## src/rtl/membus_pkg.sv

```systemverilog
package membus_pkg;
    typedef enum logic [2:0] {
        ST_IDLE,
        ST_ACCESS,
        ST_GAP,
        ST_DONE,
        ST_FAIL
    } bus_state_t;
endpackage

```

## src/rtl/membus_timer.sv

```systemverilog
module membus_timer #(
    parameter int LIMIT = 16
) (
    input  logic clk,
    input  logic rst_n,
    input  logic run_i,
    output logic expired_o
);
    localparam int CNT_W = $clog2(LIMIT + 1);

    logic [CNT_W-1:0] cnt_q;

    always_ff @(posedge clk or negedge rst_n) begin
        if (!rst_n)
            cnt_q <= '0;
        else if (!run_i)
            cnt_q <= '0;
        else
            cnt_q <= cnt_q + 1'b1;
    end

    assign expired_o = run_i && (cnt_q == CNT_W'(LIMIT - 1));

    // an open access is never left running past the limit
    a_r9_window_bounded: assert property (@(posedge clk) disable iff (!rst_n)
        run_i |-> (cnt_q < CNT_W'(LIMIT)));
endmodule

```

## src/rtl/membus_lane.sv

```systemverilog
module membus_lane #(
    parameter int DATA_W = 32
) (
    input  logic [DATA_W-1:0]               word_i,
    input  logic [$clog2(DATA_W/8)-1:0]     off_i,
    input  logic                            byte_i,
    output logic [DATA_W-1:0]               data_o
);
    localparam int LANES = DATA_W / 8;

    logic [7:0] lane_w [LANES];

    for (genvar g = 0; g < LANES; g++) begin : g_lane
        assign lane_w[g] = word_i[8*g +: 8];
    end

    always_comb begin
        if (byte_i)
            data_o = {{(DATA_W-8){1'b0}}, lane_w[off_i]};
        else
            data_o = word_i;
    end
endmodule

```

## src/rtl/membus_ctrl.sv

```systemverilog
module membus_ctrl
    import membus_pkg::*;
(
    input  logic       clk,
    input  logic       rst_n,
    input  logic       req_i,
    input  logic       mfc_i,
    input  logic       last_i,
    input  logic       expired_i,
    output logic       accept_o,
    output logic       word_ok_o,
    output logic       busy_o,
    output logic       act_o,
    output logic       gap_o,
    output logic       word_end_o,
    output logic       done_o,
    output logic       err_o
);
    bus_state_t state_q, state_n;

    // state register
    always_ff @(posedge clk or negedge rst_n) begin
        if (!rst_n)
            state_q <= ST_IDLE;
        else
            state_q <= state_n;
    end

    // transitions
    always_comb begin
        state_n = state_q;
        unique case (state_q)
            ST_IDLE:   if (req_i) state_n = ST_ACCESS;
            ST_ACCESS: begin
                if (mfc_i)
                    state_n = last_i ? ST_DONE : ST_GAP;
                else if (expired_i)
                    state_n = ST_FAIL;
            end
            ST_GAP:    state_n = ST_ACCESS;
            ST_DONE:   state_n = ST_IDLE;
            ST_FAIL:   state_n = ST_IDLE;
            default:   state_n = ST_IDLE;
        endcase
    end

    // outputs
    always_comb begin
        accept_o   = (state_q == ST_IDLE) && req_i;
        word_ok_o  = (state_q == ST_ACCESS) && mfc_i;
        busy_o     = (state_q != ST_IDLE);
        act_o      = (state_q == ST_ACCESS);
        gap_o      = (state_q == ST_GAP);
        word_end_o = (state_q == ST_GAP) || (state_q == ST_DONE);
        done_o     = (state_q == ST_DONE) || (state_q == ST_FAIL);
        err_o      = (state_q == ST_FAIL);
    end

    // a successful completion always follows a sampled MFC
    a_r4_done_after_mfc: assert property (@(posedge clk) disable iff (!rst_n)
        (state_q == ST_DONE) |-> $past(mfc_i));

    // completion is a single-cycle pulse
    a_r10_done_pulse: assert property (@(posedge clk) disable iff (!rst_n)
        done_o |=> !done_o);

    // a failure only happens when the memory stayed silent
    a_r9_fail_without_mfc: assert property (@(posedge clk) disable iff (!rst_n)
        (state_q == ST_FAIL) |-> !$past(mfc_i));
endmodule

```

## src/rtl/membus_master.sv

```systemverilog
module membus_master #(
    parameter int ADDR_W      = 32,
    parameter int DATA_W      = 32,
    parameter int LEN_W       = 4,
    parameter int TIMEOUT_CYC = 16
) (
    input  logic              clk,
    input  logic              rst_n,
    input  logic              req_i,
    input  logic              req_we_i,
    input  logic              req_byte_i,
    input  logic [ADDR_W-1:0] req_addr_i,
    input  logic [DATA_W-1:0] req_wdata_i,
    input  logic [LEN_W-1:0]  req_len_i,
    output logic              busy_o,
    output logic              done_o,
    output logic              err_o,
    output logic              rvalid_o,
    output logic              wnext_o,
    output logic [DATA_W-1:0] rdata_o,
    output logic [ADDR_W-1:0] mem_addr_o,
    output logic              mem_rw_o,
    output logic              mem_act_o,
    output logic              mem_seq_o,
    output logic [DATA_W-1:0] mem_wdata_o,
    input  logic [DATA_W-1:0] mem_rdata_i,
    input  logic              mem_mfc_i
);
    localparam int OFF_W = $clog2(DATA_W / 8);

    logic [ADDR_W-1:0] mar_q;
    logic [DATA_W-1:0] mdr_q;
    logic [LEN_W-1:0]  remain_q;
    logic              rd_q;
    logic              byte_q;
    logic              first_q;

    logic accept, word_ok, gap, word_end, expired, last;

    assign last = (remain_q == '0);

    membus_ctrl u_ctrl (
        .clk        (clk),
        .rst_n      (rst_n),
        .req_i      (req_i),
        .mfc_i      (mem_mfc_i),
        .last_i     (last),
        .expired_i  (expired),
        .accept_o   (accept),
        .word_ok_o  (word_ok),
        .busy_o     (busy_o),
        .act_o      (mem_act_o),
        .gap_o      (gap),
        .word_end_o (word_end),
        .done_o     (done_o),
        .err_o      (err_o)
    );

    membus_timer #(.LIMIT(TIMEOUT_CYC)) u_timer (
        .clk       (clk),
        .rst_n     (rst_n),
        .run_i     (mem_act_o),
        .expired_o (expired)
    );

    always_ff @(posedge clk or negedge rst_n) begin
        if (!rst_n) begin
            mar_q    <= '0;
            mdr_q    <= '0;
            remain_q <= '0;
            rd_q     <= 1'b1;
            byte_q   <= 1'b0;
            first_q  <= 1'b0;
        end else if (accept) begin
            mar_q    <= req_addr_i;
            mdr_q    <= req_wdata_i;
            remain_q <= req_len_i;
            rd_q     <= !req_we_i;
            byte_q   <= req_byte_i && !req_we_i;
            first_q  <= 1'b1;
        end else if (word_ok) begin
            if (rd_q)
                mdr_q <= mem_rdata_i;
            if (!last)
                remain_q <= remain_q - 1'b1;
            first_q <= 1'b0;
        end else if (gap && !rd_q) begin
            mdr_q <= req_wdata_i;
        end
    end

    membus_lane #(.DATA_W(DATA_W)) u_lane (
        .word_i (mdr_q),
        .off_i  (mar_q[OFF_W-1:0]),
        .byte_i (byte_q),
        .data_o (rdata_o)
    );

    assign rvalid_o    = word_end && rd_q;
    assign wnext_o     = gap && !rd_q;
    assign mem_addr_o  = mar_q;
    assign mem_rw_o    = rd_q;
    assign mem_seq_o   = mem_act_o && !first_q;
    assign mem_wdata_o = mdr_q;

    // only the first address is issued; it holds through the burst
    a_r6_addr_held: assert property (@(posedge clk) disable iff (!rst_n)
        (busy_o && $past(busy_o)) |-> $stable(mem_addr_o));

    // the direction line does not change inside a transfer
    a_r2_dir_held: assert property (@(posedge clk) disable iff (!rst_n)
        (busy_o && $past(busy_o)) |-> $stable(mem_rw_o));

    // nothing new is captured while busy
    a_r8_no_capture_busy: assert property (@(posedge clk) disable iff (!rst_n)
        ($past(busy_o) && busy_o && !$past(word_ok)) |-> $stable(remain_q));
endmodule

```

## config.mk

```make
export PLATFORM = sky130hd
export DESIGN_NAME = membus_master
export DESIGN_NICKNAME = d
export VERILOG_FILES = /design/src/rtl/membus_pkg.sv /design/src/rtl/membus_timer.sv /design/src/rtl/membus_lane.sv /design/src/rtl/membus_ctrl.sv /design/src/rtl/membus_master.sv
export SDC_FILE = /design/constraint.sdc
export NUM_CORES = 1
export LEC_CHECK = 0
export BUFFER_PORTS_ARGS = -buffer_cell sky130_fd_sc_hd__buf_2
export CORE_MARGIN = 5
export CORE_UTILIZATION = 40
export CTS_CLUSTER_DIAMETER = 150
export CTS_CLUSTER_SIZE = 40
export DETAILED_ROUTE_END_ITERATION = 8
export GPL_ROUTABILITY_DRIVEN = 0
export PLACE_DENSITY = 0.69
export SLEW_MARGIN = 20
export SYNTH_ARGS = -nofsm -noshare
export SYNTH_HDL_FRONTEND = slang
export SYNTH_HIERARCHICAL = 1
export SYNTH_SLANG_ARGS = --single-unit
```

## constraint.sdc

```tcl
create_clock -name clk -period 2.2 [get_ports clk]
set_input_delay 0.11 -clock clk [delete_from_list [all_inputs] [get_ports clk]]
set_output_delay 0.11 -clock clk [all_outputs]
set_load 0.005 [all_outputs]
```

After elaboration in Yosys (flattened, before gate mapping)
Index checks and enable logic that the tools add are counted.

storage, ports and cells
  bits in registers = 79
  input port bits = 106
  output and inout bits = 104

operators by class
  add/sub/neg operators = 2
  order comparisons = 1
  eq/ne operators = 9
  muxes and demuxes = 19
  bitwise gates (word level) = 1
  reduce and logical (&&, ||, !) cells = 20

operators with widths
  cell                                                    count
  two-way mux 32 bit                                      5
  binary-select mux 8 bit (select 2 bit)                  1
  two-way mux 8 bit                                       2
  two-way mux 4 bit                                       3
  two-way mux 3 bit                                       3
  case mux 3 bit (3 select lines)                         1
  logical AND 1 bit                                       7
  == test 3 x 2 -> 1 bit (second input constant)          2
  AND reduction 2 bit                                     3
  nonzero test 3 bit                                      2
  adder 5 x 1 -> 5 bit (second input constant)            1
  == test 5 x 4 -> 1 bit (second input constant)          1
  two-way mux 5 bit                                       1
  logical NOT 4 bit                                       1
  inequality test 2 bit (second input constant)           2
  subtractor 4 x 1 -> 4 bit (second input constant)       1
  == test 3 x 1 -> 1 bit (second input constant)          1
  == test 3 bit (second input constant)                   1
  >= comparator 3 bit (second input constant)             1
  logical NOT 1 bit                                       3
  logical NOT 3 bit                                       1
  two-way mux 1 bit                                       3
  inequality test 3 x 1 -> 1 bit (second input constant)  1
  inequality test 3 bit (second input constant)           1
  other kinds (3)                                         4

Depth between registers and ports, before layout
Gate-level depths: netlist (run 1).

  word-level depth = 5
  depth in mapped cells = 8
  depth with buffers taken out = 7

Modules after synthesis
The synthesis (run 1) kept the hierarchy.

modules (own cells, without submodules)
  module         instances  cells each  area an instance (um^2)  sequential area each (um^2)
  membus_master  1          217         3415.8                   1778.0
  membus_lane    1          64          506.7                    0.0
  membus_timer   1          19          231.5                    125.1
  membus_ctrl    1          21          186.4                    75.1

Least setup slack after synthesis (run 1)
Ideal clock, no wire load.

  kind = reg2reg
  from = register u_ctrl.state_q[2]
  to = register mdr_q[10] (netlist: mem_wdata_o[10])
  library setup time = 125 ps
  arrival time = 1838 ps
  data required time = 2075 ps
  setup slack = 237 ps
  stages on the path, launching flop included = 8
  period minus slack after synthesis = 1963 ps
  cells stage by stage = dfrtp_1 > or3_4 > nor2_2 > buf_2 > a21oi_1 > o21ai_2 > buf_4 > mux2_4

between the ends
  longest elaborated chain between the ends = 4
  elaborated cells on any way between the ends = 11
  those cells by class = 3 x eq/ne; 2 x mux; 6 x reduce/logical

ends and longest elaborated chain
  element                                                                       RTL line             source
  start, declared                                                               membus_ctrl.sv:19    bus_state_t state_q, state_n;
  start signal, assigned                                                        membus_ctrl.sv:26    state_q <= state_n;
  logical NOT 3 bit (*)                                                         membus_ctrl.sv:49    accept_o = (state_q == ST_IDLE) && req_i;
  logical AND 1 bit (*)                                                         membus_ctrl.sv:49
  via accept                                                                    membus_master.sv:38  logic accept, word_ok, gap, word_end, expired, last;
  inequality test 3 bit (no line) / nonzero test 3 bit (equally long branches)  --
  AND reduction 2 bit (no line)                                                 --
  end signal, assigned                                                          membus_master.sv:76  mdr_q <= req_wdata_i;
  end signal, assigned                                                          membus_master.sv:83  mdr_q <= mem_rdata_i;
  end signal, assigned                                                          membus_master.sv:88  mdr_q <= req_wdata_i;
  end, declared                                                                 membus_master.sv:32  logic [DATA_W-1:0] mdr_q;

The timed path passes the listed nets; every way through them passes the cells marked *.
A chain may end at the register's enable or synchronous reset.

Worst setup path after layout (run 1)
  from = register mar_q[0] (netlist: mem_addr_o[0])
  to = output rdata_o[1]

between the ends
  longest elaborated chain between the ends = 5

ends and longest elaborated chain
  element                                                RTL line             source
  start, declared                                        membus_master.sv:31  logic [ADDR_W-1:0] mar_q;
  start signal, assigned                                 membus_master.sv:75  mar_q <= req_addr_i;
  NOT 2 -> 3 bit (implied by the code)                   membus_lane.sv:19    data_o = {{(DATA_W-8){1'b0}}, lane_w[off_i]};
  binary-select mux 8 bit (select 2 bit)                 membus_lane.sv:19
  two-way mux 8 bit (implied by the code) (2 in series)  membus_lane.sv:19
  two-way mux 32 bit                                     membus_lane.sv:18    if (byte_i)
  end, declared                                          membus_master.sv:20  output logic [DATA_W-1:0] rdata_o,

Every way passes these cells. The select of a mux whose other input is x is not followed.

==> results of run 1 <==
kinds of logic (layout without fill, tap and decap cells):
kind of cell	Yosys count	in the layout	share of synthesized area, %
multiplexers	105	105	32.17
flip-flops	79	79	45.58
AND/OR/NAND/NOR	74	74	12.25
buffers and inverters	34	282	4.555
AO/OA/AOI/OAI	25	25	4.382
adder cells (fa/ha/maj)	3	3	0.8649
XOR/XNOR	1	1	0.2018
other	0	2	0
sequential cells by signal (all words and copies together), names as in the netlist:
name,cells
mem_wdata_o,32
u_timer/cnt_q,5
first_q,1
mem_rw_o,1
u_ctrl/state_q,3
mem_addr_o,32
byte_q,1
remain_q,4
area by class of cell:
cell class              count  area, um^2
repair buffers            250        1496
flip-flops and latches     79        1978
clock inverters             5       63.81
diodes                      2       5.005
well taps                 140       175.2
clock buffers              11       151.4
fillers                   938        4638
multi-input cells         208        2177
inverters                  16       60.06
worst max-delay path, stage by stage, from the launching register on:
cell and delay (ps):
dfrtp_1 760, o21ai_2 270, a221oi_1 380, buf_2 170
worst max-delay path by stage:
| stage | from | endpoint | slack (ps) | depth (start not counted) |
|---|---|---|---|---|
| 2_1_floorplan | u_ctrl/state_q[2] | mem_wdata_o[10] | 240 | 7 |
| 3_3_place_gp | u_ctrl/state_q[2] | mem_wdata_o[0] | 270 | 6 |
| 3_5_place_dp | u_ctrl/state_q[2] | mem_wdata_o[0] | 200 | 6 |
| 4_1_cts | mem_addr_o[0] | rdata_o[1] | 140 | 3 |
| 5_1_grt | mem_addr_o[0] | rdata_o[1] | 70 | 3 |
| 6_report | mem_addr_o[0] | rdata_o[1] | 160 | 3 |
cell usage after synthesis (2+ instances only):
| library cell | instances | area, um^2 |
|---|---|---|
| mux2_2 | 36 | 405.4 |
| and3_1 | 3 | 18.77 |
| dfrtp_1 | 78 | 1952 |
| a221oi_2 | 2 | 30.03 |
| clkbuf_1 | 2 | 7.510 |
| ha_1 | 3 | 37.54 |
| buf_2 | 4 | 20.02 |
| buf_6 | 7 | 78.83 |
| o21ai_2 | 2 | 17.52 |
| a221oi_1 | 6 | 52.55 |
| and2b_1 | 4 | 30.03 |
| buf_4 | 3 | 22.52 |
| mux2i_1 | 9 | 90.09 |
| mux2_4 | 60 | 900.9 |
| o21ai_0 | 2 | 10.01 |
| and4bb_2 | 4 | 50.05 |
| nor2b_1 | 27 | 168.9 |
| nor2_1 | 3 | 11.26 |
| nand2_1 | 5 | 18.77 |
| and2_1 | 5 | 31.28 |
| nand2b_1 | 5 | 31.28 |
| a21oi_1 | 8 | 40.04 |
| inv_1 | 16 | 60.06 |
| and4bb_1 | 4 | 50.05 |
per-layer routing:
layer	routed length, um	track usage, %	vias up
met5	0	0	-
met3	661	3.066	25
li1	-	-	1623
met1	5129	23.00	1726
met4	357	7.759	0
met2	6408	32.01	112
power by group:
group / leakage, nW / internal (mW) / switching (mW) / total (mW)
Sequential: 0.937 / 2.17 / 0.765 / 2.93
Clock: 0.106 / 0.595 / 0.550 / 1.14
Combinational: 2.07 / 2.57 / 1.70 / 4.27
Total: 3.11 / 5.34 / 3.01 / 8.35
==> results.py, run 1 <==
metrics = {
    "status": {
        "status": "completed",
    },
    "die": {
        "rows": 38,
        "dieArea_mm2": 0.01303,
        "die_h_um": 114.2,
        "core-area_mm2": 0.01075,
        "start_util_pct": 40.39,
        "die_x_um": 114.2,
        "num_io_pins": 210,
    },
    "grt": {
        "grt_max_degree": 46,
        "grt_pass1_vias": 3681,
        "antenna_found_initial": 2,
        "grt_overflow_total": 0,
        "grt_pass1_wl_mm": 19.13,
        "grt.total_usage_pct": 18.55,
    },
    "sta": {
        "finalCritPeriodShare_pct": 92.69,
        "period_needed_ps": 2039,
        "hold_violations": 0,
        "finalSetupTns_ps": 0,
        "maxSlewViolCount": 0,
        "tightest_slew_ps": 651.7,
        "finalSetupViolations": 0,
        "fmax_mhz": 490.4,
        "setup_slack_ps": 160.9,
        "relSlewSlack_pct": 56.55,
        "clock_skew_ps": 9.661,
        "rsz0062_at_grt": "false",
        "whs_ps": 22.41,
    },
    "finish": {
        "finish.utilization_pct": 56.84,
        "design_area_mm2": 0.006107,
        "area_growth_pct": 40.70,
        "final_cell_mix": "buf_2 (208), dfrtp_1 (78), mux2_4 (60)",
        "layout.nets": 673,
        "finalNonFillerCells": 711,
        "final_common_cell": "buf_2",
        "final_layout_size_suffix_gt1_share_pct": 61.16,
    },
    "cts": {
        "cts_hold_buffers": 30,
        "cts_sinks": 79,
        "path_clk_slew_ps": 80,
        "cts_buffer_depth": 2,
        "ctsResizeCount": 0,
        "cts_tree": "yes",
        "post_cts_buffers": 0,
        "root_buffer": "clkbuf_8",
        "insertion_delay_ps": 340,
        "cts_buffers": 9,
        "cts-htree-levels": 3,
    },
    "power_and_ir_drop": {
        "p_total_mw": 8.351,
        "p_per_area_mw_per_mm2": 1367,
        "power_leakage_nw": 3.111,
        "ir_worst_vdd_uv": 585.1,
    },
    "detailed_routing": {
        "antenna_left": 0,
        "first_pass_iters": 4,
        "wl_per_cell_um": 17.66,
        "viasPerCell": 4.903,
        "num_vias": 3486,
        "wl_mm": 12.56,
        "drcViolationCount": 0,
        "first_iter_violations": 139,
    },
    "critical_path": {
        "crit_fanout": 17,
        "r2r_setup_slack_ps": 180,
        "arrival_ps": 1930,
        "worstReg2RegStart": "u_ctrl/state_q[2]",
        "worstRegToRegCells": 6,
        "critPathRequiredTime_ps": 2090,
        "end_kind": "output pin",
        "critPathKind": "reg2out",
        "r2r_end": "mem_wdata_o[0]",
        "cp-start-kind": "flip-flop",
    },
    "placed_design": {
        "place_ws_ps": 203.9,
        "placed_cell_area_mm2": 0.005577,
        "dp_hpwl_mm": 9.443,
        "dp_cells": 662,
        "port_buffers": 209,
    },
    "synthesis": {
        "ys_seq_area_share_pct": 45.58,
        "synth_edf_count": 0,
        "syn_inst": 321,
        "yosys_register_bits": 79,
        "yosys_warnings": 6,
        "synth_nets": 430,
        "synth-main-ff-cell": "dfrtp_1",
        "yosysUniqueCellTypes": 47,
        "async_flop_share_pct": 100.0,
        "synth_area_mm2": 0.004340,
        "syn_avg_cell_area_um2": 13.52,
    },
    "worst_hold_path": {
        "hold_path_class": "in2reg",
        "hold_end": "mem_addr_o[7]",
        "min-delay-start": "req_addr_i[7]",
        "hold_depth": 2,
    },
    "flow_run": {
        "drv_cap": 0,
    },
}
Power figures use the tool's default switching activity.
==> run 2: changes to the inputs <==
ABC_AREA = 1   (was not set)
HOLD_SLACK_MARGIN = 0.03   (was not set)
==> results.py, run 2 <==
metrics = {
    "sta": {
        "setup_slack_ps": 326.3,
        "fmax_mhz": 533.7,
        "tightest_slew_ps": 546.9,
        "finalCritPeriodShare_pct": 85.17,
        "finalSetupTns_ps": 0,
        "maxSlewViolCount": 0,
        "clock_skew_ps": 11.58,
        "period_needed_ps": 1874,
        "finalSetupViolations": 0,
        "rsz0062_at_grt": "false",
        "hold_violations": 0,
        "relSlewSlack_pct": 63.54,
    },
    "die": {
        "die_x_um": 113.1,
        "num_io_pins": 210,
        "rows": 37,
        "dieArea_mm2": 0.01278,
        "die_h_um": 113.1,
        "core-area_mm2": 0.01032,
        "start_util_pct": 41.15,
    },
    "power_and_ir_drop": {
        "swShare_pct": 44.11,
        "clock_power_share_pct": 15.0,
        "p_per_area_mw_per_mm2": 1326,
        "p_total_mw": 7.857,
        "ir_worst_vdd_uv": 570.6,
        "p_int_mw": 4.391,
        "power_leakage_nw": 3.685,
        "power_switching_mw": 3.466,
        "combPwrFrac_pct": 49.7,
        "power_frac_seq_pct": 35.3,
    },
    "finish": {
        "final_cell_mix": "nand2_1 (377), buf_2 (208), dfrtp_1 (78)",
        "design_area_mm2": 0.005926,
        "multi_input_area_mm2": 0.001868,
        "layout.nets": 970,
        "area_growth_pct": 39.50,
        "final_layout_size_suffix_gt1_share_pct": 29.68,
        "finish.utilization_pct": 57.40,
        "nFillCells": 995,
        "seq_area_mm2": 0.001978,
        "n_antenna_cell": 0,
        "final_common_cell": "nand2_1",
    },
    "status": {
        "status": "completed",
    },
    "cts": {
        "path_clk_slew_ps": 90,
        "cts-htree-levels": 3,
        "cts_tree": "yes",
        "post_cts_buffers": 0,
        "root_buffer": "clkbuf_8",
        "cts_buffers": 9,
        "cts_sinks": 79,
        "insertion_delay_ps": 330,
        "cts_buffer_depth": 2,
    },
    "synthesis": {
        "synth_edf_count": 0,
        "syn_avg_cell_area_um2": 6.818,
        "synth_most_common_cell": "nand2_1",
        "yosysUniqueCellTypes": 26,
        "ys_seq_area_share_pct": 46.57,
        "synth-main-ff-cell": "dfrtp_1",
        "ys_top_cells_by_count": "nand2_1 (377), dfrtp_1 (78), inv_1 (47)",
        "yosys_warnings": 6,
        "yosys_register_bits": 79,
        "async_flop_share_pct": 100.0,
        "yosys.area.top_type": "dfrtp_1",
        "ys_top_cells_by_area": "dfrtp_1 (46%), nand2_1 (33%), inv_1 (4.2%)",
        "netlist.area_leader.share_pct": 45.95,
        "synth_area_mm2": 0.004248,
        "synth_nets": 732,
        "syn_inst": 623,
    },
    "detailed_routing": {
        "num_vias": 4583,
        "wl_mm": 13.38,
        "wl_met1_mm": 5.424,
        "top_layer": "met4",
        "antenna_left": 0,
        "met3WireLength_mm": 1.145,
        "met2_length_mm": 6.661,
        "viasPerCell": 4.574,
        "first_pass_iters": 4,
        "drcViolationCount": 0,
        "wl_per_cell_um": 13.35,
        "first_iter_violations": 239,
    },
    "critical_path": {
        "critPathRequiredTime_ps": 2470,
        "cp-startpoint": "u_ctrl/state_q[1]",
        "crit_fanout": 32,
        "critPathKind": "reg2reg",
        "arrival_ps": 2150,
        "cp-start-kind": "flip-flop",
        "worstReg2RegStart": "u_ctrl/state_q[1]",
        "end_kind": "flip-flop",
    },
    "placed_design": {
        "port_buffers": 209,
        "dp_hpwl_mm": 9.899,
        "place_ws_ps": 333.8,
        "placed_cell_area_mm2": 0.005343,
    },
    "grt": {
        "grt.total_usage_pct": 21.09,
        "antenna_found_initial": 0,
        "grt_max_degree": 40,
        "grt_pass1_wl_mm": 22.12,
        "grt_overflow_total": 0,
        "grt_pass1_vias": 4670,
    },
    "flow_run": {
        "drv_cap": 0,
    },
    "worst_hold_path": {
        "min-delay-start": "mem_rdata_i[1]",
        "hold_path_class": "in2reg",
    },
}
## run 2: cell count changes in the layout (fill, tap and decap cells not counted), moves of 7 or more
cell and delta:
mux2i_1 -9, nand2_1 +372, mux2_4 -60, a21oi_1 -8, nor2b_1 -27, nor2_1 +38, inv_1 +31, inv_2 +7
nand3_1 +17, mux2_2 -36
## run 2: worst paths after layout
check | endpoint | slack, ps | depth (start not counted)
setup / recovery | mem_wdata_o[28] | 330 | 9
setup reg to reg | mem_wdata_o[28] | 330 | 9
hold / removal | mem_wdata_o[1] | 60 | 5
max in group asynchronous | mem_wdata_o[2] | 1210 | 3
hold reg to reg | mem_addr_o[30] | 470 | 2
min in group asynchronous | mem_wdata_o[8] | 260 | 2
## run 2: cell families after synthesis
group	after synthesis	share of synthesized area [%]
AND/OR/NAND/NOR	450	41.47
buffers and inverters	82	9.514
flip-flops	79	46.57
AO/OA/AOI/OAI	9	1.561
adder cells (fa/ha/maj)	3	0.8837
## run 2: metrics by stage
stage / instances / hold WS [ps]
final: 1002 / 62.16
after global routing: 1002 / 58.56
after CTS: 1002 / 38.85
after detailed placement: 950 / 85.90
after global placement: 950 / 82.15
after floorplan: 623 / -185.6
## run 2: worst max-delay path, cell delays in order, from the launching register on
cell and delay [ps]:
dfrtp_1 430, nor2_2 140, nand2_2 90, nor2_1 230
nor2_1 110, o21ai_1 110, nand2_2 70, inv_2 400
nand2_1 140, nand2_1 90
## run 2: routing by layer
| layer | track usage, % | up-vias |
|---|---|---|
| li1 | - | 2317 |
| met5 | 0 | - |
| met2 | 37.80 | 168 |
| met1 | 25.28 | 2088 |
| met3 | 5.455 | 10 |
| met4 | 5.048 | 0 |
## run 2: area by class of cell
cell class / count / share of cell area (%)
clock buffer: 11 / 2.386
clock inverter: 5 / 1.372
inverter: 54 / 3.421
multi-input combinational: 462 / 31.52
sequential: 79 / 33.38
tap: 136 / 2.872
timing repair buffer: 255 / 25.04
## run 2: power by group through the flow
stage / Clock, mW / Sequential (mW) / Combinational, mW
CTS: 1.23 / 2.77 / 3.95
floorplan: 0 / 2.64 / 2.44
global placement: 0 / 2.76 / 3.80
finish: 1.18 / 2.77 / 3.91
detailed placement: 0 / 2.78 / 3.90
global route: 1.30 / 2.88 / 4.47
## run 2: repair_timing
| item | 4_1_cts | 5_1_grt |
|---|---|---|
| hold endpoints to repair | 66 | 0 |
| hold buffers | 36 | 0 |
| gates resized for setup | 0 | 0 |
| setup endpoints to repair | 0 | 0 |
==> run 3: changes to the inputs <==
clock period = 2.1 ns   (was 2.2 ns; I/O delays follow)
==> results.py, run 3 (synthesized netlist as in run 2, its figures left out) <==
metrics = {
    "placed_design": {
        "port_buffers": 209,
        "placed_cell_area_mm2": 0.005355,
        "place_ws_ps": 221.9,
        "dp_hpwl_mm": 9.856,
    },
    "finish": {
        "layout.nets": 972,
        "final_common_cell": "nand2_1",
        "final_cell_mix": "nand2_1 (377), buf_2 (208), dfrtp_1 (78)",
        "finish.utilization_pct": 57.16,
        "design_area_mm2": 0.005901,
        "final_layout_size_suffix_gt1_share_pct": 29.64,
        "area_growth_pct": 38.91,
        "n_antenna_cell": 0,
    },
    "detailed_routing": {
        "wl_mm": 13.45,
        "viasPerCell": 4.539,
        "antenna_left": 0,
        "drcViolationCount": 0,
        "wl_per_cell_um": 13.41,
        "num_vias": 4553,
        "first_pass_iters": 4,
        "first_iter_violations": 246,
    },
    "sta": {
        "finalCritPeriodShare_pct": 86.94,
        "period_needed_ps": 1826,
        "finalSetupTns_ps": 0,
        "setup_slack_ps": 274.2,
        "finalSetupViolations": 0,
        "clock_skew_ps": 7.951,
        "rsz0062_at_grt": "false",
        "tightest_slew_ps": 556.8,
        "fmax_mhz": 547.7,
        "maxSlewViolCount": 0,
        "relSlewSlack_pct": 62.88,
        "hold_violations": 0,
    },
    "power_and_ir_drop": {
        "ir_worst_vdd_uv": 585.5,
        "power_leakage_nw": 3.669,
        "p_total_mw": 7.983,
        "p_per_area_mw_per_mm2": 1353,
    },
    "cts": {
        "cts_buffers": 9,
        "path_clk_slew_ps": 80,
        "cts_sinks": 79,
        "cts_buffer_depth": 2,
        "cts-htree-levels": 3,
        "post_cts_buffers": 0,
        "insertion_delay_ps": 340,
        "cts_tree": "yes",
        "root_buffer": "clkbuf_8",
    },
    "grt": {
        "grt_max_degree": 40,
        "antenna_found_initial": 0,
        "grt.total_usage_pct": 20.78,
        "grt_pass1_vias": 4541,
        "grt_overflow_total": 0,
        "grt_pass1_wl_mm": 21.77,
    },
    "critical_path": {
        "critPathKind": "reg2out",
        "worst-path-buf-inv": 2,
        "worstPathCellList": "buf_4 -> nand2_1 -> nand3_1 -> nand2_1 -> nand2_1 -> nand2_1 -> buf_2",
        "critPathRequiredTime_ps": 2000,
        "slowest_stage": "dfrtp_1",
        "arrival_ps": 1720,
        "max_stage_delay_ps": 640,
        "end_kind": "output pin",
        "crit_family": "flip-flops",
        "cp-start-kind": "flip-flop",
        "crit_fanout": 11,
        "cp_common_cell": "nand2_1",
    },
    "die": {
        "dieArea_mm2": 0.01278,
        "die_h_um": 113.1,
        "core-area_mm2": 0.01032,
        "rows": 37,
        "start_util_pct": 41.15,
        "num_io_pins": 210,
        "die_x_um": 113.1,
    },
    "status": {
        "status": "completed",
    },
    "worst_hold_path": {
        "hold_path_class": "in2reg",
    },
    "flow_run": {
        "drv_cap": 0,
    },
}
-- run 3: power by group --
group | internal, mW | switching [mW] | total (mW)
Clock | 0.418 | 0.560 | 0.978
Combinational | 1.67 | 2.43 | 4.10
Sequential | 2.23 | 0.670 | 2.90
Total | 4.32 | 3.66 | 7.98
-- run 3: final cells by class --
type	instances	area (um^2)
Clock buffer	9	123.9
Clock inverter	6	38.79
Fill cell	1015	4423
Inverter	54	205.2
Multi-Input combinational cell	462	1868
Sequential cell	79	1978
Tap cell	136	170.2
Timing Repair Buffer	257	1516
-- run 3: worst min-delay path, cell delays in order --
cell and delay (ps):
buf_2 70, nand2_1 40, nand2_1 50, nand2_1 40, nand2_1 40
-- run 3: timing repair --
action                                  4_1_cts  5_1_grt
hold endpoints to repair                     69        0
hold buffers                                 38        0
gates resized for setup                       0        2
endpoints found under the setup margin        0       12
-- run 3: final timing paths --
check / from / depth (start not counted) / endpoint / slack, ps
max reg2reg: u_ctrl/state_q[0] / 7 / byte_q / 290
min reg2reg: mem_addr_o[14] / 2 / mem_addr_o[14] / 470
min in group asynchronous: rst_n / 2 / mem_wdata_o[10] / 270
min: mem_rdata_i[3] / 5 / mem_wdata_o[3] / 40
max: mem_addr_o[0] / 7 / rdata_o[3] / 270
max in group asynchronous: rst_n / 3 / mem_addr_o[19] / 1220
-- run 3: metrics by stage --
| stage | cells | hold WS, ps |
|---|---|---|
| floorplan | 623 | -190.6 |
| global placement | 950 | 91.73 |
| detailed placement | 950 | 97.75 |
| CTS | 1003 | 31.75 |
| global route | 1003 | 47.44 |
| finish | 1003 | 44.07 |
-- run 3: layer usage --
metal / global-route usage (%) / share of wire, % / routed length, um / vias to the layer above
li1: - / - / - / 2320
met1: 26.08 / 42 / 5610 / 2053
met2: 36.06 / 49 / 6567 / 171
met3: 5.080 / 8.7 / 1172 / 9
met4: 5.048 / 0.72 / 97 / 0
met5: 0 / 0 / 0 / -
